`src/rtl/capture_timer_pkg.sv`:
```
package capture_timer_pkg;
  localparam int ADDR_W = 3;
  localparam int DATA_W = 8;

  localparam logic [ADDR_W-1:0] A_CTRL = 3'd0;
  localparam logic [ADDR_W-1:0] A_STAT = 3'd1;
  localparam logic [ADDR_W-1:0] A_CNT  = 3'd2;
  localparam logic [ADDR_W-1:0] A_RCAP = 3'd3;
  localparam logic [ADDR_W-1:0] A_FCAP = 3'd4;

  typedef enum logic [1:0] {
    SRC_DIV_SLOW = 2'b00,
    SRC_DIV_MID  = 2'b01,
    SRC_DIV_FAST = 2'b10,
    SRC_WATCH    = 2'b11
  } src_e;

  typedef struct packed {
    logic irq_en;
    logic nc_en;
    logic cap_mode;
    logic ovf_ie;
    src_e src;
  } ctrl_t;

  localparam int STAT_BITS = 4;
endpackage

```
`src/rtl/capture_timer_prescaler.sv`:
```
module capture_timer_prescaler
  import capture_timer_pkg::*;
#(
  parameter int DIV_W = 6
) (
  input  logic clk,
  input  logic rst,
  input  logic watch_tick,
  input  src_e src,
  output logic cnt_tick,
  output logic smp_tick
);
  logic [DIV_W-1:0] div_q;
  logic             half_q;
  logic             src_en;

  always_ff @(posedge clk) begin
    if (rst) begin
      div_q  <= '0;
      half_q <= 1'b0;
    end else begin
      div_q <= div_q + 1'b1;
      if (watch_tick) half_q <= ~half_q;
    end
  end

  always_comb begin
    unique case (src)
      SRC_DIV_SLOW: src_en = &div_q;
      SRC_DIV_MID:  src_en = &div_q[DIV_W-2:0];
      SRC_DIV_FAST: src_en = div_q[0];
      default:      src_en = watch_tick & half_q;
    endcase
  end

  always_ff @(posedge clk) begin
    if (rst) begin
      cnt_tick <= 1'b0;
      smp_tick <= 1'b0;
    end else begin
      cnt_tick <= src_en;
      smp_tick <= div_q[0];
    end
  end
endmodule

```
`src/rtl/capture_timer_front.sv`:
```
module capture_timer_front #(
  parameter int SYNC_STAGES = 2,
  parameter int NC_SAMPLES  = 5
) (
  input  logic clk,
  input  logic rst,
  input  logic pin_gated,
  input  logic smp_tick,
  input  logic nc_en,
  output logic rise,
  output logic fall
);
  localparam int HIST_W = NC_SAMPLES - 1;

  logic [SYNC_STAGES-1:0] sync_q;
  logic [HIST_W-1:0]      hist_q;
  logic                   flt_q;
  logic                   prev_q;
  logic                   lvl;
  logic [NC_SAMPLES-1:0]  win;

  genvar g;
  generate
    for (g = 0; g < SYNC_STAGES; g++) begin : g_sync
      always_ff @(posedge clk) begin
        if (rst) sync_q[g] <= 1'b0;
        else if (g == 0) sync_q[g] <= pin_gated;
        else sync_q[g] <= sync_q[(g == 0) ? 0 : g-1];
      end
    end
  endgenerate

  assign win = {hist_q, sync_q[SYNC_STAGES-1]};

  always_ff @(posedge clk) begin
    if (rst) begin
      hist_q <= '0;
      flt_q  <= 1'b0;
    end else if (smp_tick) begin
      hist_q <= win[HIST_W-1:0];
      if (&win)       flt_q <= 1'b1;
      else if (~|win) flt_q <= 1'b0;
    end
  end

  assign lvl = nc_en ? flt_q : sync_q[SYNC_STAGES-1];

  always_ff @(posedge clk) begin
    if (rst) prev_q <= 1'b0;
    else     prev_q <= lvl;
  end

  assign rise = lvl & ~prev_q;
  assign fall = ~lvl & prev_q;
endmodule

```
`src/rtl/capture_timer.sv`:
```
module capture_timer
  import capture_timer_pkg::*;
#(
  parameter int DIV_W       = 6,
  parameter int SYNC_STAGES = 2,
  parameter int NC_SAMPLES  = 5
) (
  input  logic              clk,
  input  logic              rst,
  input  logic              watch_tick,
  input  logic              cap_pin,
  input  logic              wr_en,
  input  logic [ADDR_W-1:0] addr,
  input  logic [DATA_W-1:0] wr_data,
  output logic [DATA_W-1:0] rd_data,
  output logic              irq_o
);
  localparam logic [DATA_W-1:0] CNT_MAX = {DATA_W{1'b1}};

  ctrl_t                 ctrl_q;
  logic [DATA_W-1:0]     cnt_q, rcap_q, fcap_q;
  logic [STAT_BITS-1:0]  stat_q, stat_d, stat_set;
  logic                  cnt_tick, smp_tick, wrap, rise, fall, stat_wr;
  logic                  unused_wd;

  assign unused_wd = ^wr_data[DATA_W-1:$bits(ctrl_t)];

  capture_timer_prescaler #(.DIV_W(DIV_W)) u_pre (
    .clk(clk), .rst(rst), .watch_tick(watch_tick), .src(ctrl_q.src),
    .cnt_tick(cnt_tick), .smp_tick(smp_tick)
  );

  capture_timer_front #(.SYNC_STAGES(SYNC_STAGES), .NC_SAMPLES(NC_SAMPLES)) u_front (
    .clk(clk), .rst(rst), .pin_gated(cap_pin & ctrl_q.cap_mode),
    .smp_tick(smp_tick), .nc_en(ctrl_q.nc_en), .rise(rise), .fall(fall)
  );

  assign wrap    = cnt_tick && (cnt_q == CNT_MAX);
  assign stat_wr = wr_en && (addr == A_STAT);
  assign stat_set = {fall, rise, wrap & ctrl_q.ovf_ie, wrap};

  always_comb begin
    for (int i = 0; i < STAT_BITS; i++)
      stat_d[i] = stat_set[i] | (stat_q[i] & ~(stat_wr & ~wr_data[i]));
  end

  always_ff @(posedge clk) begin
    if (rst) begin
      ctrl_q <= '0;
      cnt_q  <= '0;
      rcap_q <= '0;
      fcap_q <= '0;
      stat_q <= '0;
      irq_o  <= 1'b0;
    end else begin
      if (wr_en && addr == A_CTRL) ctrl_q <= ctrl_t'(wr_data[$bits(ctrl_t)-1:0]);
      if (cnt_tick) cnt_q <= cnt_q + 1'b1;
      if (rise) rcap_q <= cnt_q;
      if (fall) fcap_q <= cnt_q;
      stat_q <= stat_d;
      irq_o  <= stat_q[1] & ctrl_q.irq_en;
    end
  end

  always_ff @(posedge clk) begin
    if (rst) rd_data <= '0;
    else begin
      unique case (addr)
        A_CTRL:  rd_data <= DATA_W'(ctrl_q);
        A_STAT:  rd_data <= DATA_W'(stat_q);
        A_CNT:   rd_data <= cnt_q;
        A_RCAP:  rd_data <= rcap_q;
        A_FCAP:  rd_data <= fcap_q;
        default: rd_data <= '0;
      endcase
    end
  end
endmodule

```
`config.mk`:
```
export PLATFORM = sky130hd
export DESIGN_NAME = capture_timer
export DESIGN_NICKNAME = d
export VERILOG_FILES = /design/src/rtl/capture_timer_pkg.sv /design/src/rtl/capture_timer_prescaler.sv /design/src/rtl/capture_timer_front.sv /design/src/rtl/capture_timer.sv
export SDC_FILE = /design/constraint.sdc
export NUM_CORES = 1
export LEC_CHECK = 0
export BUFFER_PORTS_ARGS = -buffer_cell sky130_fd_sc_hd__buf_2
export CAP_MARGIN = 30
export CORE_MARGIN = 2
export CORE_UTILIZATION = 60
export DETAILED_ROUTE_END_ITERATION = 10
export GPL_TIMING_DRIVEN = 0
export PLACE_DENSITY = 0.91
export SETUP_SLACK_MARGIN = 0.15
export SLEW_MARGIN = 5
export SYNTH_ARGS = -nofsm -noshare
export SYNTH_HDL_FRONTEND = slang
export SYNTH_SLANG_ARGS = --single-unit
```
`constraint.sdc`:
```
create_clock -name clk -period 2.6 [get_ports clk]
set_input_delay 0.65 -clock clk [delete_from_list [all_inputs] [get_ports clk]]
set_output_delay 0.65 -clock clk [all_outputs]
set_load 0.02 [all_outputs]
```
==> summary.md <==
| Metric | Value |
|---|---|
| Largest area contributor in the synthesized netlist | `dfxtp_1` |
| Gate power share | `5.2%` |
| Setup-failing EPs final | `0` |
| Most frequent cells in the layout | `dfxtp_1 (60), a21oi_1 (27), buf_2 (25)` |
| Post-DP HPWL | `3810 microns` |
| Setup_tns | `0 ps` |
| Worst VDD drop | `328 uV` |
| CTS sink cnt | `60` |
| RSZ-0062 raised after global routing | `false` |
| Ant. Diodes | `0` |
| Clock Root Buffer | `clkbuf_8` |
| Max-slew violation count | `0` |
| WL final | `5510 microns` |
| Final period utilization | `64.0%` |
| Worst EP required | `2800 ps` |
| CTS clk-pin slew, worst paths | `60 ps` |
| Syn Area/Cell | `9.33 sq um` |
| Largest net degree at the start of global routing | `11` |
| Area growth, synth to finish | `13.4%` |
| Clock power frac | `42.4%` |
| PD cells | `624 mW/mm^2` |
| # IOs | `25` |
| Dominant synthesized flop cell | `dfxtp_1` |
| #FFs+latches synth | `60` |
| Final Hold Fails | `0` |
| Drt via density | `5.96` |
| CTS Buf Count | `9` |
| R2R Setup Slk | `970 ps` |
| Sequential cell area fraction in the yosys report | `47.5%` |
| DRC violations left | `0` |
| Chip Height | `68.9 microns` |
| Number of port buffers | `19` |
| Vias in the first global route | `1927` |
| GPL Wtd Cong | `0.892` |
| Leakage power | `1.04 nW` |
| Critical path arrival | `1860 ps` |
| Ys async rst share | `0%` |
| CTS H-tree depth | `3` |
| Maximum clock path buffer count | `2` |
| Crit path time final | `1660 ps` |
| Kind of critical path | `primary input to flip-flop` |
| Synth area leaders | `dfxtp_1 (48%), mux2i_1 (7.1%), a21oi_1 (5.3%), o21ai_0 (4.6%), nand3_1 (4.0%)` |
| FP Rows | `23` |
| Share of the synthesized area in the top cell type | `47.5%` |
| Hold EP | `u_front.sync_q[1]` |
| Vias | `2121` |
| Hold/Removal Path Class | `flip-flop to flip-flop` |
| Worst Tran Pin Value | `662 ps` |
| Hold-fix buffers, CTS | `0` |
| Syn nets | `290` |
| Yosys warnings | `0` |
| Setup bufs post-CTS | `0` |
| Reg power frac | `52.5%` |
| Final Util | `71.2%` |
| CP Launch Type | `primary input` |
| Hold Startpoint | `u_front.sync_q[0]` |
| Commonest non-fill, non-tap cell in the layout | `dfxtp_1` |
| Fin cells | `356` |
| Total gr overflow | `0` |
| Layout cells sized above 1 | `18.3%` |
| Die Wd | `68.9 microns` |
| CTS tree | `yes` |
| Distinct cell type count after synthesis | `44` |
| Initial Util | `62.8%` |
| Cts repair resizes | `0` |
| All-Layer GR Usage | `26.0%` |
| R2r worst-path depth | `4` |
| Status | `complete, no violations` |
| EDFF count, synth | `0` |
| Crit-path max FO | `10` |
| Sw frac | `22.2%` |
| FF-to-FF End | `fcap_q[4]` |
| 1st-pass router iterations | `5` |
| Crit. End Element | `flip-flop` |
| Total die area | `0.00475 sq mm` |
| First-pass GRT wire length | `8860 microns` |
| Final antenna-violating net count | `0` |
| Initial antenna violation count | `0` |
| Worst slew margin | `55.8%` |
| Internal power | `1.39 mW` |
| Post-Synthesis Cell Area | `0.00253 sq mm` |
| Nets@finish | `320` |
| Core box area | `0.00403 sq mm` |
| DP Cell Count | `340` |
| Synth Instances | `271` |
| Clock Skew | `7.36 ps` |
| DRT iter0 DRCs | `196` |
| Sw Pwr | `397 uW` |
| WHS Path Cells | `1` |
| Clk Latency, worst-skew pair | `340 ps` |
| Fmax | `601 MHz` |
| Max-cap violations | `0` |
| WL/cell | `15.5 microns` |
| Worst r2r src | `ctrl_q[4]` |
-- metrics by stage --
stage / hold slack (ps) / worst slack, ps / instance area [sq um] / power [mW]
floorplan: 414 / 931 / 2530 / 1.02
global placement: 416 / 612 / 2690 / 1.05
detailed placement: 431 / 603 / 2690 / 1.05
CTS: 457 / 957 / 2870 / 1.80
global route: 461 / 827 / 2870 / 1.85
finish: 452 / 936 / 2870 / 1.79
-- worst max-delay path, cell delays in order --
cell and delay (ps):
buf_2 150, clkbuf_1 370, buf_1 560, nor2_1 110
-- state kept, by name, summed over array words and instances (netlist names) --
signal / cells
fcap_q: 8
stat_q: 4
u_front.prev_q: 1
irq_o: 1
u_pre.half_q: 1
u_front.hist_q: 4
rd_data: 8
u_pre.smp_tick: 1
rcap_q: 8
u_front.flt_q: 1
cnt_q: 8
u_front.sync_q: 2
ctrl_q: 6
u_pre.cnt_tick: 1
u_pre.div_q: 6
-- metal layers --
metal | routed length, microns | global-route usage [%] | part of all wire (%) | vias to the layer above
met2 | 2650 | 42.3 | 48 | 87
met4 | 90 | 10.8 | 1.6 | 0
met3 | 335 | 7.95 | 6.1 | 9
met1 | 2430 | 31.9 | 44 | 997
met5 | 0 | 0 | 0 | -
li1 | - | - | - | 1028
-- kinds of logic (layout without fill, tap and decap cells) --
kind of cell,after synthesis,after routing,share of synthesized area (%)
muxes,25,25,10.3
DFF,60,60,47.5
buffers and inverters,22,57,4.30
AOI/OAI and AO/OA,66,66,15.0
and+or+nand+nor,89,89,19.3
adders and majority gates,3,3,1.48
xor gates and xnor gates,6,6,2.08
-- cells in the mapped netlist, drive strengths merged (2+ instances only) --
| library cell | count |
|---|---|
| nand3b | 2 |
| clkbuf | 4 |
| dfxtp | 60 |
| a21oi | 27 |
| o22ai | 3 |
| nand4 | 2 |
| and3 | 2 |
| ha | 3 |
| nand3 | 20 |
| buf | 14 |
| nor3 | 3 |
| mux2 | 6 |
| nor2b | 8 |
| or3 | 3 |
| a32oi | 4 |
| a2bb2oi | 2 |
| nor2 | 28 |
| xor2 | 3 |
| nand2b | 3 |
| o21a | 2 |
| inv | 4 |
| mux2i | 19 |
| o21ai | 23 |
| xnor2 | 3 |
| nand2 | 9 |
-- how the worst max path moves through the flow --
| stage | start | endpoint | slack [ps] | depth (start not counted) |
|---|---|---|---|---|
| 6_report | rst | u_pre.half_q | 940 | 4 |
| 2_1_floorplan | addr[1] | ctrl_q[1] | 930 | 4 |
| 5_1_grt | rst | cnt_q[4] | 830 | 4 |
| 3_3_place_gp | rst | rd_data[7] | 610 | 4 |
| 4_1_cts | rst | u_pre.half_q | 960 | 4 |
| 3_5_place_dp | rst | u_front.hist_q[0] | 600 | 4 |
-- power groups by stage --
stage	clock network, mW	logic (mW)	registers [mW]
after global placement	0	0.0890	0.958
after floorplan	0	0.0638	0.958
after global routing	0.805	0.102	0.940
after detailed placement	0	0.0910	0.959
after CTS	0.766	0.0916	0.939
final	0.758	0.0921	0.939
-- area by class of cell --
cell class / count / area, sq um
multi-input cells: 189 / 1220
inverters: 4 / 15.0
clock buffers: 15 / 176
repair buffers: 19 / 95.1
well taps: 50 / 62.6
plain buffers: 18 / 93.8
fillers: 315 / 1160
flip-flops and latches: 60 / 1200
clock inverters: 1 / 5.00
Power figures use the tool's default switching activity.
